## src/rtl/tmr_pkg.sv

```systemverilog
package tmr_pkg;
  localparam int unsigned NCH       = 2;
  localparam int unsigned CAUSE_LSB = 1;
  localparam int unsigned OFF_CTRL  = 'h000;
  localparam int unsigned OFF_CAUSE = 'h110;
  localparam int unsigned OFF_MASK  = 'h114;

  function automatic int unsigned rld_off(input int unsigned ch);
    return 'h010 + 8 * ch;
  endfunction

  function automatic int unsigned cnt_off(input int unsigned ch);
    return 'h014 + 8 * ch;
  endfunction
endpackage

```

## src/rtl/tmr_chan.sv

```systemverilog
module tmr_chan #(
  parameter int unsigned CNT_W = 32
) (
  input  logic             clk_i,
  input  logic             rst_ni,
  input  logic             en_i,
  input  logic             rld_en_i,
  input  logic             cnt_we_i,
  input  logic             rld_we_i,
  input  logic [CNT_W-1:0] wdata_i,
  output logic [CNT_W-1:0] cnt_o,
  output logic [CNT_W-1:0] rld_o,
  output logic             exp_o
);
  logic [CNT_W-1:0] cnt_q, rld_q;
  logic             spent_q;

  // one-shot that already fired stays silent until re-armed
  assign exp_o = en_i && (cnt_q == '0) && !spent_q && !cnt_we_i;

  always_ff @(posedge clk_i or negedge rst_ni) begin
    if (!rst_ni) begin
      cnt_q   <= '1;
      spent_q <= 1'b0;
    end else if (cnt_we_i) begin
      cnt_q   <= wdata_i;
      spent_q <= 1'b0;
    end else begin
      if (exp_o) begin
        if (rld_en_i) cnt_q <= rld_q;
      end else if (en_i && cnt_q != '0) begin
        cnt_q <= cnt_q - 1'b1;
      end
      if (rld_en_i)   spent_q <= 1'b0;
      else if (exp_o) spent_q <= 1'b1;
    end
  end

  always_ff @(posedge clk_i or negedge rst_ni) begin
    if (!rst_ni)       rld_q <= '0;
    else if (rld_we_i) rld_q <= wdata_i;
  end

  assign cnt_o = cnt_q;
  assign rld_o = rld_q;

  a_r3_decrement: assert property (@(posedge clk_i) disable iff (!rst_ni)
    (en_i && !cnt_we_i && cnt_q != '0) |=> cnt_q == $past(cnt_q) - 1'b1);

  a_r5_oneshot_hold: assert property (@(posedge clk_i) disable iff (!rst_ni)
    (spent_q && !cnt_we_i && !rld_en_i) |=> (cnt_q == '0) && !exp_o);

  a_r10_freeze: assert property (@(posedge clk_i) disable iff (!rst_ni)
    (!en_i && !cnt_we_i) |=> $stable(cnt_q));
endmodule

```

## src/rtl/tmr_irq.sv

```systemverilog
module tmr_irq #(
  parameter int unsigned NSRC = 2
) (
  input  logic            clk_i,
  input  logic            rst_ni,
  input  logic [NSRC-1:0] exp_i,
  input  logic            cause_we_i,
  input  logic            mask_we_i,
  input  logic [NSRC-1:0] wdata_i,
  output logic [NSRC-1:0] cause_o,
  output logic [NSRC-1:0] mask_o,
  output logic            irq_o
);
  logic [NSRC-1:0] cause_q, mask_q;
  logic            irq_q;

  always_ff @(posedge clk_i or negedge rst_ni) begin
    if (!rst_ni) begin
      cause_q <= '0;
      mask_q  <= '0;
      irq_q   <= 1'b0;
    end else begin
      // set beats clear in the same cycle
      cause_q <= (cause_we_i ? (cause_q & wdata_i) : cause_q) | exp_i;
      if (mask_we_i) mask_q <= wdata_i;
      irq_q <= |(cause_q & mask_q);
    end
  end

  assign cause_o = cause_q;
  assign mask_o  = mask_q;
  assign irq_o   = irq_q;

  for (genvar k = 0; k < NSRC; k++) begin : g_chk
    a_r7_cause_set: assert property (@(posedge clk_i) disable iff (!rst_ni)
      exp_i[k] |=> cause_q[k]);
    a_r8_cause_clr: assert property (@(posedge clk_i) disable iff (!rst_ni)
      (cause_we_i && !wdata_i[k] && !exp_i[k]) |=> !cause_q[k]);
  end

  a_r9_mask_gate: assert property (@(posedge clk_i) disable iff (!rst_ni)
    (mask_q == '0) |=> !irq_o);
endmodule

```

## src/rtl/dual_dn_timer.sv

```systemverilog
module dual_dn_timer
  import tmr_pkg::*;
#(
  parameter int unsigned CNT_W  = 32,
  parameter int unsigned ADDR_W = 12
) (
  input  logic              clk_i,
  input  logic              rst_ni,
  input  logic [ADDR_W-1:0] addr_i,
  input  logic [CNT_W-1:0]  wdata_i,
  input  logic              wr_i,
  input  logic              rd_i,
  output logic [CNT_W-1:0]  rdata_o,
  output logic              irq_o
);
  localparam int unsigned CTRL_W = 2 * NCH;

  logic [CTRL_W-1:0] ctrl_q;
  logic [CNT_W-1:0]  cnt   [NCH];
  logic [CNT_W-1:0]  rld   [NCH];
  logic [NCH-1:0]    exp_v, cause_v, mask_v;
  logic [CNT_W-1:0]  rd_val, rdata_q;

  wire sel_ctrl  = addr_i == ADDR_W'(OFF_CTRL);
  wire sel_cause = addr_i == ADDR_W'(OFF_CAUSE);
  wire sel_mask  = addr_i == ADDR_W'(OFF_MASK);

  always_ff @(posedge clk_i or negedge rst_ni) begin
    if (!rst_ni)               ctrl_q <= '0;
    else if (wr_i && sel_ctrl) ctrl_q <= wdata_i[CTRL_W-1:0];
  end

  for (genvar ch = 0; ch < NCH; ch++) begin : g_ch
    tmr_chan #(.CNT_W(CNT_W)) u_chan (
      .clk_i    (clk_i),
      .rst_ni   (rst_ni),
      .en_i     (ctrl_q[2*ch]),
      .rld_en_i (ctrl_q[2*ch+1]),
      .cnt_we_i (wr_i && addr_i == ADDR_W'(cnt_off(ch))),
      .rld_we_i (wr_i && addr_i == ADDR_W'(rld_off(ch))),
      .wdata_i  (wdata_i),
      .cnt_o    (cnt[ch]),
      .rld_o    (rld[ch]),
      .exp_o    (exp_v[ch])
    );
  end

  tmr_irq #(.NSRC(NCH)) u_irq (
    .clk_i      (clk_i),
    .rst_ni     (rst_ni),
    .exp_i      (exp_v),
    .cause_we_i (wr_i && sel_cause),
    .mask_we_i  (wr_i && sel_mask),
    .wdata_i    (wdata_i[CAUSE_LSB +: NCH]),
    .cause_o    (cause_v),
    .mask_o     (mask_v),
    .irq_o      (irq_o)
  );

  always_comb begin
    rd_val = '0;
    if (sel_ctrl)  rd_val[CTRL_W-1:0] = ctrl_q;
    if (sel_cause) rd_val[CAUSE_LSB +: NCH] = cause_v;
    if (sel_mask)  rd_val[CAUSE_LSB +: NCH] = mask_v;
    for (int ch = 0; ch < NCH; ch++) begin
      if (addr_i == ADDR_W'(rld_off(ch))) rd_val = rld[ch];
      if (addr_i == ADDR_W'(cnt_off(ch))) rd_val = cnt[ch];
    end
  end

  always_ff @(posedge clk_i or negedge rst_ni) begin
    if (!rst_ni)   rdata_q <= '0;
    else if (rd_i) rdata_q <= rd_val;
  end

  assign rdata_o = rdata_q;

  a_r11_read_hold: assert property (@(posedge clk_i) disable iff (!rst_ni)
    !rd_i |=> $stable(rdata_o));
endmodule

```

## config.mk

```make
export PLATFORM = sky130hd
export DESIGN_NAME = dual_dn_timer
export DESIGN_NICKNAME = d
export VERILOG_FILES = /design/src/rtl/tmr_pkg.sv /design/src/rtl/tmr_chan.sv /design/src/rtl/tmr_irq.sv /design/src/rtl/dual_dn_timer.sv
export SDC_FILE = /design/constraint.sdc
export NUM_CORES = 1
export LEC_CHECK = 0
export BUFFER_PORTS_ARGS = -buffer_cell sky130_fd_sc_hd__buf_4
export CAP_MARGIN = 20
export CELL_PAD_IN_SITES_DETAIL_PLACEMENT = 1
export CELL_PAD_IN_SITES_GLOBAL_PLACEMENT = 2
export CORE_ASPECT_RATIO = 1.5
export CORE_MARGIN = 4
export CORE_UTILIZATION = 35
export DETAILED_ROUTE_END_ITERATION = 10
export GPL_TIMING_DRIVEN = 0
export PLACE_DENSITY = 0.76
export SLEW_MARGIN = 30
export SYNTH_ARGS = -nofsm -noshare
export SYNTH_HDL_FRONTEND = slang
export SYNTH_SLANG_ARGS = --single-unit
```

## constraint.sdc

```tcl
create_clock -name clk_i -period 3.96 [get_ports clk_i]
set_input_delay 0.396 -clock clk_i [delete_from_list [all_inputs] [get_ports clk_i]]
set_output_delay 0.396 -clock clk_i [all_outputs]
set_load 0.1 [all_outputs]
```

==> results.cfg <==
[synth]
synth-compound-area-share = 0.204
synth_nets = 1228
yosysSeqAreaShare = 0.427
synth_cells = 1176
synth_simple_gate_area_frac = 0.228
synth_area_um2 = 10200
syn_avg_cell_area_um2 = 8.67
ys_warn_count = 0
synthAdderAreaFrac = 0.00491
synth_top_family_by_area = simple AND/OR/NAND/NOR gates
synth_edf_count = 0
synth_seq_cells = 171
synthMuxAreaShare = 0.0815
synth.distinct_cells = 74
async_flop_share = 1.00
synth_flop_cell = dfrtp_1
synth_xor_area_frac = 0.0129

[timing]
final-max-slew-violation-count = 0
hold_viol = 0
max_freq_mhz = 266
skew_ns = 0.0101
worst_pin_slew_ns = 0.929
postLayoutSetupSlackWorst_ns = 0.202
setup-violations-final = 0
fin_crit_sh = 0.949
relSlewSlack = 0.374
holdWs_ns = 0.195
layout_min_cycle_time_ns = 3.76
tns_ns = 0
grt_setup_unrepaired = no

[cells_and_area]
multi_input_area_um2 = 5450
area_growth_pct = 17.2
finalNetCount = 1327
layout_commonest_cell = nand2_1
drive_gt1_frac = 0.212
regArea_um2 = 4360
fill_cells = 3475
antenna_cells = 0
mostFrequentLayoutCells = nand2_1, nor2_1, dfrtp_1

[global_routing]
grt_usage = 0.281
grt_pass1_vias = 10400
grt_pass1_wl_mm = 67.0
grt_max_degree = 61
grt-ovfl-total = 0
antenna_found_initial = 0

[clock_network]
cts-resized-gates = 0
cts-root-buf = clkbuf_16
clockBufferDepth = 2
clk_latency_ns = 0.46
cts_inserted_buffers = 17
htreeDepth = 4
clk_pin_slew_ns = 0.07
clock_sinks = 171
cts_post_setup_buffers_inserted = 0
cts_tree = built
ctsHoldBuffers = 1

[setup_path]
critPathKind = reg2reg
path_buf_inv = 3
slowest_delay_ns = 0.76
cp_data_required_time_ns = 4.34
start_kind = flip-flop
crit_chain = inv_1 > ha_1 > or4b_1 > or4_4 > buf_6 > o31ai_1 > nand2_1 > clkbuf_1 > a21oi_1 > nor2_1
worst_ep_arrival_time_ns = 4.14
crit_slowest_cell = o31ai_1
crit_family = simple AND/OR/NAND/NOR gates
crit_path_max_fanout = 10
end_kind = flip-flop

[die]
die_area_um2 = 32000
dieWidth_um = 147
die_h_um = 217
initial_core_util = 0.355
rows = 76
io_pins = 81
core-area_um2 = 28700

[job]
drv_cap = 0

[placement]
io_buffers = 77
place_congestion = 0.950
pre_cts_ws_ns = 0.297
hpwl_mm = 35.2

[min_path]
hp-class = in2reg

[power_and_ir_drop]
power.density_nw_per_um2 = 320
clkPwrFrac = 0.456
intPower_mw = 2.87
seqPwrFrac = 0.478
power.leakage_nw = 5.01
power_frac_comb = 0.067
swShare = 0.249
ir_drop_uv = 294
p_sw_uw = 950

[detailed_routing]
wirelength_mm = 44.2
wl_per_cell_um = 26.4
ant_nets = 0
drtIter0Drc = 645
firstDrtPassIters = 5
avgViaCountPerCell = 5.85
via_count = 9819
drc = 0

[outcome]
status = finished, final reports clean
path summary, 6_finish.rpt:
kind / cells past startpoint / to / slack [ns] / from
max: 10 / g_ch[1].u_chan.cnt_o[18] / 0.20 / g_ch[1].u_chan.cnt_o[0]
min: 3 / g_ch[1].u_chan.rld_o[8] / 0.19 / wdata_i[8]
max reg2reg: 10 / g_ch[1].u_chan.cnt_o[18] / 0.20 / g_ch[1].u_chan.cnt_o[0]
min reg2reg: 1 / rdata_o[23] / 0.48 / rdata_o[23]
max in group asynchronous: 4 / g_ch[0].u_chan.cnt_o[19] / 2.48 / rst_ni
min in group asynchronous: 2 / g_ch[1].u_chan.rld_o[7] / 0.44 / rst_ni
stage by stage:
stage	power [mW]	util	std cells	cell area [um^2]
floorplan	1.95	-	1176	10200
global placement	2.10	0.392	1643	11300
detailed placement	2.11	0.395	1645	11300
CTS	3.85	0.416	1678	11900
global route	3.96	0.416	1678	12000
finish	3.82	0.416	1678	12000
worst min-delay path, cell delays in order:
cell and delay (ns):
buf_4 0.12, nand2_1 0.05, nand2_1 0.05
routing by layer:
| layer | wire length [um] | vias up | global-route usage | share of wire |
|---|---|---|---|---|
| met2 | 22300 | 261 | 0.480 | 0.50 |
| met3 | 1450 | 94 | 0.0358 | 0.033 |
| met4 | 2090 | 0 | 0.139 | 0.047 |
| met1 | 18500 | 4960 | 0.350 | 0.42 |
| li1 | - | 4504 | - | - |
| met5 | 0 | - | 0 | 0 |
power groups by stage:
stage / combinational [mW] / clock [mW] / sequential, mW
6_report: 0.256 / 1.74 / 1.82
5_1_grt: 0.280 / 1.86 / 1.83
4_1_cts: 0.258 / 1.77 / 1.82
3_5_place_dp: 0.255 / 0 / 1.85
3_3_place_gp: 0.244 / 0 / 1.85
2_1_floorplan: 0.0940 / 0 / 1.85
cells by family (layout without fill, tap and decap cells):
logic type      after synthesis  after routing
simple gates                497            497
compound gates              315            315
flops                       171            171
buf+inv                      99            211
mux                          75             75
xor+xnor                     15             15
fa+ha+maj                     4              4
cell usage after synthesis, types with 6 or more instances:
cell | count | share of area
clkbuf_1 | 66 | 0.024
nand3_1 | 30 | 0.015
a221oi_1 | 6 | 0.0052
mux2_2 | 64 | 0.071
nor4_1 | 24 | 0.015
a21oi_1 | 70 | 0.034
nand2_1 | 216 | 0.079
a211oi_1 | 8 | 0.0059
nor3b_1 | 6 | 0.0044
nor3_1 | 24 | 0.012
a311oi_1 | 7 | 0.0060
dfrtp_1 | 107 | 0.26
nand4_1 | 13 | 0.0080
and3_1 | 9 | 0.0055
or4_1 | 11 | 0.0081
o211ai_1 | 19 | 0.014
nor2_1 | 113 | 0.042
a2bb2oi_1 | 9 | 0.0077
a31oi_1 | 48 | 0.029
a21o_1 | 11 | 0.0081
o21ai_0 | 68 | 0.033
a221o_1 | 7 | 0.0069
mux2i_1 | 11 | 0.011
dfstp_2 | 64 | 0.16
or3_1 | 10 | 0.0061
buf_2 | 6 | 0.0029
or2_2 | 6 | 0.0037
o221ai_1 | 8 | 0.0069
xnor2_1 | 10 | 0.0086
nand2b_1 | 7 | 0.0043
inv_1 | 18 | 0.0066
flip-flops by register name, indices dropped and copies added (netlist names):
signal               flops
g_ch.u_chan.cnt_o       64
ctrl_q                   4
u_irq.irq_o              1
g_ch.u_chan.spent_q      2
rdata_o                 32
u_irq.mask_o             2
u_irq.cause_o            2
g_ch.u_chan.rld_o       64
layout make-up:
cell class,instances,share of cell area
tap,390,0.0408
inverter,18,0.00565
timing repair buffer,80,0.0544
buffer,81,0.0293
clock inverter,7,0.00754
clock buffer,25,0.0415
sequential,171,0.365
multi-input combinational,906,0.456
Note: power is estimated with default switching activity, not from simulation.
